[config.mk]
export PLATFORM = sky130hd
export DESIGN_NAME = cts_irq_ctrl
export DESIGN_NICKNAME = d
export VERILOG_FILES = /design/src/rtl/cts_irq_ctrl.sv
export SDC_FILE = /design/constraint.sdc
export NUM_CORES = 1
export LEC_CHECK = 0
export CORE_AREA = 2 2 39 41
export CTS_CLUSTER_SIZE = 16
export DETAILED_ROUTE_END_ITERATION = 16
export DIE_AREA = 0 0 41 43
export GPL_TIMING_DRIVEN = 0
export SYNTH_ARGS = -nofsm -noshare
export SYNTH_HDL_FRONTEND = slang
export SYNTH_SLANG_ARGS = --single-unit
[constraint.sdc]
create_clock -name clk -period 0.97 [get_ports clk]
set_input_delay 0.097 -clock clk [delete_from_list [all_inputs] [get_ports clk]]
set_output_delay 0.097 -clock clk [all_outputs]
set_load 0.03 [all_outputs]
[src/rtl/cts_irq_ctrl.sv]
`timescale 1ns/1ps
module cts_irq_ctrl #(
  parameter int DATA_W      = 8,
  parameter int ADDR_W      = 2,
  parameter int CTS_BIT     = 1,
  parameter int SYNC_STAGES = 2,
  parameter int RAW_ADDR    = 0,
  parameter int MASK_ADDR   = 1,
  parameter int MIS_ADDR    = 2,
  parameter int CLR_ADDR    = 3
) (
  input  logic              clk,
  input  logic              rst_n,
  input  logic              cts_i,
  input  logic              reg_wr,
  input  logic [ADDR_W-1:0] reg_addr,
  input  logic [DATA_W-1:0] reg_wdata,
  output logic [DATA_W-1:0] reg_rdata,
  output logic              irq_o
);

  localparam logic [ADDR_W-1:0] A_RAW  = ADDR_W'(RAW_ADDR);
  localparam logic [ADDR_W-1:0] A_MASK = ADDR_W'(MASK_ADDR);
  localparam logic [ADDR_W-1:0] A_MIS  = ADDR_W'(MIS_ADDR);
  localparam logic [ADDR_W-1:0] A_CLR  = ADDR_W'(CLR_ADDR);
  localparam int LAST = SYNC_STAGES - 1;

  logic [SYNC_STAGES-1:0] sync_q;
  logic [SYNC_STAGES:0]   arm_q;
  logic                   prev_q;
  logic                   raw_q;
  logic                   mask_q;
  logic                   clr_q;

  logic edge_ok, wr_mask, wr_clr, clr_bit, clr_rise;
  logic [DATA_W-1:0] raw_vec, mask_vec, mis_vec;
  logic unused_wdata;

  assign unused_wdata = ^reg_wdata;

  always_ff @(posedge clk or negedge rst_n) begin
    if (!rst_n) begin
      sync_q <= '0;
      arm_q  <= '0;
      prev_q <= 1'b0;
    end else begin
      sync_q <= {sync_q[SYNC_STAGES-2:0], cts_i};
      arm_q  <= {arm_q[SYNC_STAGES-1:0], 1'b1};
      prev_q <= sync_q[LAST];
    end
  end

  assign edge_ok  = arm_q[SYNC_STAGES] & (sync_q[LAST] ^ prev_q);
  assign wr_mask  = reg_wr & (reg_addr == A_MASK);
  assign wr_clr   = reg_wr & (reg_addr == A_CLR);
  assign clr_bit  = reg_wdata[CTS_BIT];
  assign clr_rise = wr_clr & clr_bit & ~clr_q;

  always_ff @(posedge clk or negedge rst_n) begin
    if (!rst_n) begin
      raw_q  <= 1'b0;
      clr_q  <= 1'b0;
      mask_q <= 1'b0;
    end else begin
      if (edge_ok)       raw_q <= 1'b1;
      else if (clr_rise) raw_q <= 1'b0;

      if (wr_clr)      clr_q <= clr_bit;
      else if (!raw_q) clr_q <= 1'b0;

      if (wr_mask) mask_q <= reg_wdata[CTS_BIT];
    end
  end

  always_comb begin
    raw_vec  = '0;
    mask_vec = '0;
    raw_vec[CTS_BIT]  = raw_q;
    mask_vec[CTS_BIT] = mask_q;
    mis_vec = raw_vec & mask_vec;
    case (reg_addr)
      A_RAW:   reg_rdata = raw_vec;
      A_MASK:  reg_rdata = mask_vec;
      A_MIS:   reg_rdata = mis_vec;
      default: reg_rdata = '0;
    endcase
  end

  assign irq_o = |mis_vec;

  a_r2_edge_sets: assert property (@(posedge clk) disable iff (!rst_n)
    edge_ok |=> raw_q);

  a_r4_rise_clears: assert property (@(posedge clk) disable iff (!rst_n)
    (raw_q && clr_rise && !edge_ok) |=> !raw_q);

  a_r4_hold_without_rise: assert property (@(posedge clk) disable iff (!rst_n)
    (raw_q && !edge_ok && !(wr_clr && clr_bit && !clr_q)) |=> raw_q);

  a_r5_req_drops: assert property (@(posedge clk) disable iff (!rst_n)
    (!raw_q && !wr_clr) |=> !clr_q);

  a_r6_stuck_holds: assert property (@(posedge clk) disable iff (!rst_n)
    (raw_q && clr_q && wr_clr && clr_bit) |=> raw_q);

  a_r10_irq_needs_mask: assert property (@(posedge clk) disable iff (!rst_n)
    (!mask_q && !wr_mask) |=> !irq_o);

endmodule

* After elaboration in Yosys (flattened, before gate mapping)
Index checks and enable logic that the tools add are counted.
** Word-level totals
- Flip-flop bits (word level) :: 9
- Bits of input ports :: 14
- Output and inout bits :: 9
- Word-level logic and storage cells :: 26
** Cells by class
- Equal/unequal tests :: 4
- Multiplexer cells :: 5
- Bitwise gates (word level) :: 8
- Reductions and logical operators :: 3
** Operator list (count)
- 8-bit OR reduction :: 1
- 2-bit one-hot mux with 3 select lines :: 1
- 1-bit AND :: 5
- 2-bit equality test (second input constant) :: 2
- 1-bit 2-to-1 mux :: 4
- 2-bit AND :: 1
- 2-bit by 1-bit equality test with 1-bit output (second input constant) :: 1
- 2-bit logical NOT :: 1
- 2-bit by 1-bit inequality test with 1-bit output (second input constant) :: 1
- 2-bit nonzero test :: 1
- 1-bit inverter :: 1
- 1-bit bitwise XOR :: 1

* Logic depth before layout (Yosys ltp)
Gate-level depths: netlist of run 1.
- Depth after elaboration :: 6
- Mapped depth :: 3
- Mapped depth without buffers :: 3

* Worst setup path before layout of run 1
OpenSTA, ideal clock, no wires.
- Kind :: register to output
- Start point :: register raw_q
- End point :: output reg_rdata[1]
- Arrival :: 945 ps
- Required time :: 873 ps
- Setup slack :: -72 ps
- Cell stages (with the launch flop) :: 3
- Buffers on the path :: 0
- Cells stage by stage :: dfrtp_1 mux2i_1 o22ai_1
** Between the ends
- Cells in the longest elaborated chain, start to end :: 2
** RTL lines
- start: declaration :: line 31 : logic raw_q;
- start signal: assignment :: line 61 : raw_q <= 1'b0;
- start signal: assignment :: line 65 : if (edge_ok) raw_q <= 1'b1;
- start signal: assignment :: line 66 : else if (clr_rise) raw_q <= 1'b0;
- 2-bit AND :: line 80 : mis_vec = raw_vec & mask_vec;
- 2-bit one-hot mux with 3 select lines (*) :: line 81 : case (reg_addr)
- end: declaration :: line 18 : output logic [DATA_W-1:0] reg_rdata,
Mark *: on every way between the ends. The rest lies on a longest branch, timed or not.

* Worst setup path after layout of run 1
- Start point :: register mask_q
- End point :: output reg_rdata[1]
** Between the ends
- Cells in the longest elaborated chain, start to end :: 2
** RTL lines
- start: declaration :: line 32 : logic mask_q;
- start signal: assignment :: line 71 : if (wr_mask) mask_q <= reg_wdata[CTS_BIT];
- 2-bit AND :: line 80
- 2-bit one-hot mux with 3 select lines (*) :: line 81
Marks and branches as above.

==> results.toml, run 1 <==
[critical_path]
cpMaxStageDelayCell = "dfrtp_1"
arrival_ns = 1.06
slowest_delay_ns = 0.39
path_buf_inv = 1
worstPathRequired_ns = 0.87
end_kind = "output pin"
startpoint_type = "register"
crit_family = "flip-flops"
path_cells = "mux2i_1 -> o22ai_2 -> buf_6"
critPathMaxFanout = 3
path_class = "register to output pin"

[power]
clkPwrFrac_pct = 29.4
ir_worst_vdd_uv = 819.1
power_frac_seq_pct = 46.7
p_total_mw = 0.9058
p_switching_mw = 0.2446
powerDensity_nw_per_um2 = 1672
p_sw_share_pct = 27.01
combPwrFrac_pct = 23.8
p_leak_nw = 0.2727
p_int_mw = 0.6612

[cts]
clock_latency_ns = 0.25
cts_tree = "built"
cts_buffers = 3
clockRootBuffer = "clkbuf_4"
cts_max_level = 1
ctsHoldBuffers = 0
cts_buffer_depth = 2
path_clk_slew_ns = 0.06
cts_sinks = 9

[floorplan]
die_width_um = 41
io_pins = 23
die_y_um = 43
rows = 14
start_util_pct = 27.31
coreArea_sq_um = 1384
dieArea_sq_um = 1763

[finish]
multi_input_area_sq_um = 121.4
ff_latch_area_sq_um = 225.2
diodes = 0
drive_above_1_share_pct = 30.77
final_util_pct = 39.15
syn_to_final_growth_pct = 43.38
nFillCells = 154
fin_nets = 67
fin_cells = 68

[sta]
timing.final.max_slew_violations = 0
rsz0062_at_grt = "true"
fmax_mhz = 863.5
min_period_ns = 1.158
finalSetupViolCount = 2
hold_viol = 0
post-route-period-util_pct = 119.4
skew_ns = 0.004103
setup_ws_ns = -0.1881

[status]
status = "finished with violations"
violations = "setup timing"

[grt]
track_usage_pct = 6.946
antenna_found_initial = 0
grt_max_degree = 10
grt_pass1_vias = 217
grt_pass1_wl_um = 779
grt-ovfl-total = 0

[placed_design]
dp.cells = 63
gp_congestion = 0.6752
io_buffers = 8
pre_cts_slack_ns = -0.7518
hpwl_um = 389.8

[logic_synthesis]
ys.flop_type = "dfrtp_1"
syn_area_sq_um = 377.9
synth_top_cell_area_share_pct = 59.60
synth_seq_cells = 9
synth-edff-count = 0
synth_top_area_cell = "dfrtp_1"
ys_warn_count = 0
async_flop_share_pct = 100.0
synth_area_per_cell_sq_um = 11.45
yosysMostFrequentCell = "dfrtp_1"
synth_commonest_cells = "dfrtp_1, buf_4, nand2_1"
synthTopCellsByArea = "dfrtp_1, buf_4, nand2_1"
syn_inst = 33
synth.distinct_cells = 13
seq_area_frac_synth_pct = 59.60

[route]
first_iter_violations = 6
totalWireLength_um = 484
ant_nets = 0
vias_per_cell = 3.544
first_pass_iters = 2
dr_total_vias = 241
wl_per_cell_um = 7.118
drc_errors = 0

[job]
cap_viol_max_count = 0

[worst_hold_path]
hold_class = "primary input to asynchronous set/reset pin"
==> layout by cell type (no fill, tap or decap) <==
| cell type | netlist | layout |
|---|---|---|
| clkbuf_1 | 0 | 1 |
| clkbuf_4 | 0 | 3 |
| clkdlybuf4s50_1 | 0 | 5 |
| o22ai_2 | 0 | 1 |
| conb_1 | 2 | 8 |
| dlygate4sd2_1 | 0 | 1 |
| o31ai_2 | 1 | 1 |
| nand3_1 | 1 | 1 |
| buf_4 | 7 | 8 |
| o21ai_0 | 2 | 2 |
| nand2_1 | 4 | 4 |
| buf_6 | 0 | 2 |
| xor2_1 | 1 | 1 |
| dfrtp_1 | 9 | 9 |
| nand3b_1 | 1 | 1 |
| nand3_2 | 1 | 1 |
| inv_1 | 2 | 2 |
| mux2i_1 | 1 | 1 |
==> layout make-up <==
cell class              instances  share of cell area, %
flip-flops and latches          9                  41.57
inverters                       2                  1.386
multi-input cells              21                  22.40
clock buffers                   4                  4.850
well taps                      16                  3.695
plain buffers                   7                  9.700
repair buffers                  9                  16.40
==> metrics by stage <==
stage / TNS, ns / cell area (sq um) / hold slack, ns
2_1_floorplan: 0 / 406.6 / -0.1986
6_report: -0.2408 / 541.8 / 0.1336
3_3_place_gp: -1.472 / 506.7 / 0.3315
4_1_cts: -0.2793 / 541.8 / 0.1377
3_5_place_dp: -1.526 / 506.7 / 0.3373
5_1_grt: -0.3568 / 541.8 / 0.1654
==> metal layers <==
layer  part of all wire, %  up-vias  track usage (%)
li1                      -      128                -
met1                    50      101            8.163
met2                    39       12            9.063
met3                    11        0            4.712
met4                     0        0            4.000
met5                     0        -                0
==> flip-flops by register name, summed over array words and instances, names as in the netlist <==
| signal | count |
|---|---|
| mask_q | 1 |
| raw_q | 1 |
| prev_q | 1 |
| sync_q | 2 |
| clr_q | 1 |
| arm_q | 3 |
==> worst reg2reg max path, delay by kind of cell, from the launching register on <==
kind / cells / cell delay, ns
AND/OR/NAND/NOR: 1 / 0.05
buffers and inverters: 1 / 0.15
flip-flops: 1 / 0.39
AO/OA/AOI/OAI: 1 / 0.08
==> cell families after synthesis <==
logic type             after synthesis  synth area share, %
other                                2                1.987
buffers and inverters                9                15.89
AO/OA/AOI/OAI                        4                7.617
XOR/XNOR                             1                2.318
AND/OR/NAND/NOR                      7                9.932
flip-flops                           9                59.60
multiplexers                         1                2.649
==> power groups by stage <==
stage	Clock (mW)	Sequential, mW	Combinational (mW)
final	0.266	0.423	0.216
after global routing	0.300	0.426	0.237
after CTS	0.284	0.423	0.218
after detailed placement	0	0.432	0.203
after global placement	0	0.430	0.203
after floorplan	0	0.428	0.134
==> what timing repair did <==
item / in CTS / in global routing
pin swaps: 1 / 0
gates resized for setup: 15 / 0
setup endpoints to repair: 2 / 2
buffers inserted: 1 / 0
hold endpoints to repair: 0 / 0
==> worst paths after layout <==
check                                 endpoint          startpoint  slack, ns  cells past startpoint
max in group asynchronous  sync_q[0]$_DFF_PN0_               rst_n       0.56                      1
hold reg to reg             arm_q[2]$_DFF_PN0_  arm_q[1]$_DFF_PN0_       0.34                      0
setup / recovery                  reg_rdata[1]  mask_q$_DFFE_PN0P_      -0.19                      3
setup reg to reg             clr_q$_DFFE_PN0P_   raw_q$_DFFE_PN0P_       0.18                      3
hold / removal               clr_q$_DFFE_PN0P_               rst_n       0.13                      1
min in group clk           sync_q[0]$_DFF_PN0_               cts_i       0.29                      1
Note: power is estimated with default switching activity, not from simulation.
==> run 2: changes to the inputs <==
--- a/config.mk
+++ b/config.mk
@@ -10,6 +10,8 @@
 export DETAILED_ROUTE_END_ITERATION = 16
 export DIE_AREA = 0 0 41 43
 export GPL_TIMING_DRIVEN = 0
+export MAX_ROUTING_LAYER = met4
+export PLACE_DENSITY = 0.66
 export SYNTH_ARGS = -nofsm -noshare
 export SYNTH_HDL_FRONTEND = slang
 export SYNTH_SLANG_ARGS = --single-unit
==> constraint.sdc (replaced) <==
create_clock -name clk -period 1.04 [get_ports clk]
set_input_delay 0.104 -clock clk [delete_from_list [all_inputs] [get_ports clk]]
set_output_delay 0.104 -clock clk [all_outputs]
set_load 0.03 [all_outputs]
==> results.toml, run 2 (synthesized netlist as in run 1, its figures left out) <==
[status]
status = "finished with violations"
violations = "setup timing"

[route]
first_iter_violations = 2
dr_total_vias = 251
drc_errors = 0
ant_nets = 0
wl_per_cell_um = 7.855
totalWireLength_um = 542
first_pass_iters = 3
vias_per_cell = 3.638

[grt]
track_usage_pct = 7.016
grt_pass1_vias = 205
antenna_found_initial = 0
grt_max_degree = 10
grt_pass1_wl_um = 772
grt-ovfl-total = 0

[power]
p_leak_nw = 0.2760
powerDensity_nw_per_um2 = 1569
ir_worst_vdd_uv = 693.2
p_total_mw = 0.8561

[cts]
cts_buffers = 3
path_clk_slew_ns = 0.06
ctsHoldBuffers = 0
cts_buffer_depth = 2
cts_max_level = 1
cts_tree = "built"
clock_latency_ns = 0.25
cts_sinks = 9
clockRootBuffer = "clkbuf_4"

[placed_design]
pre_cts_slack_ns = -0.6803
io_buffers = 8
placed_area_sq_um = 506.7
hpwl_um = 417.6
gp_congestion = 0.6956

[finish]
nFillCells = 146
fin_area_sq_um = 545.5
drive_above_1_share_pct = 32.08
diodes = 0
final_util_pct = 39.42
layout_commonest_cell = "buf_4"
fin_nets = 68
largestRegisters = "arm_q (3), sync_q (2)"
largest_reg_flops = 3
layout_common_cells = "buf_4, dfrtp_1, conb_1"
syn_to_final_growth_pct = 44.37
largest_register = "arm_q"

[worst_hold_path]
hold_class = "primary input to asynchronous set/reset pin"

[sta]
fmax_mhz = 863.3
skew_ns = 0.002195
hold_viol = 0
setup_ws_ns = -0.1184
timing.final.max_slew_violations = 0
min_period_ns = 1.158
post-route-period-util_pct = 111.4
hold_slack_ns = 0.1366
rsz0062_at_grt = "true"
finalSetupViolCount = 2

[floorplan]
dieArea_sq_um = 1763
coreArea_sq_um = 1384
io_pins = 23
start_util_pct = 27.31
die_width_um = 41
rows = 14
die_y_um = 43

[critical_path]
arrival_ns = 1.05
startpoint_type = "register"
critPathMaxFanout = 3
path_class = "register to output pin"
worstPathRequired_ns = 0.94
r2r_setup_slack_ns = 0.13
end_kind = "output pin"

[job]
cap_viol_max_count = 0
run 2: timing repair:
action                                  4_1_cts  5_1_grt
setup buffers                                 1        1
gates resized for setup                      14        0
endpoints found under the setup margin        2        2
run 2: final timing paths:
check                                    from                   to  cells after the start
max                        mask_q$_DFFE_PN0P_         reg_rdata[1]                      3
min                                     rst_n    clr_q$_DFFE_PN0P_                      1
max reg2reg                 raw_q$_DFFE_PN0P_    clr_q$_DFFE_PN0P_                      4
min reg2reg                arm_q[0]$_DFF_PN0_   arm_q[1]$_DFF_PN0_                      0
max in group asynchronous               rst_n   arm_q[2]$_DFF_PN0_                      1
min in group clk                        cts_i  sync_q[0]$_DFF_PN0_                      1
run 2: stage by stage:
stage | setup TNS [ns] | cells
after CTS | -0.1702 | 68
after global placement | -1.164 | 63
after detailed placement | -1.220 | 63
after floorplan | 0 | 39
final | -0.1280 | 69
after global routing | -0.2351 | 69
run 2: metal layers:
| layer | track usage, % | wire [um] |
|---|---|---|
| met2 | 9.688 | 236 |
| met3 | 1.571 | 62 |
| met5 | - | 0 |
| met4 | 6.000 | 0 |
| met1 | 8.163 | 243 |
run 2: power breakdown:
part / switching (mW) / internal (mW)
Clock: 0.111 / 0.147
Combinational: 0.112 / 0.0913
Sequential: 0.0152 / 0.379
run 2: cell type report:
type	instances	area [sq um]	share of cell area [%]
sequential	9	225.2	41.28
inverter	2	7.507	1.376
multi-input combinational	21	121.4	22.25
clock buffer	4	26.28	4.817
buffer	7	52.55	9.633
timing repair buffer	10	92.59	16.97
tap	16	20.02	3.670
run 2: critical path: stages (launching register included):
cell	delay, ns
dfrtp_1	0.39
mux2i_1	0.17
o22ai_2	0.10
buf_6	0.14
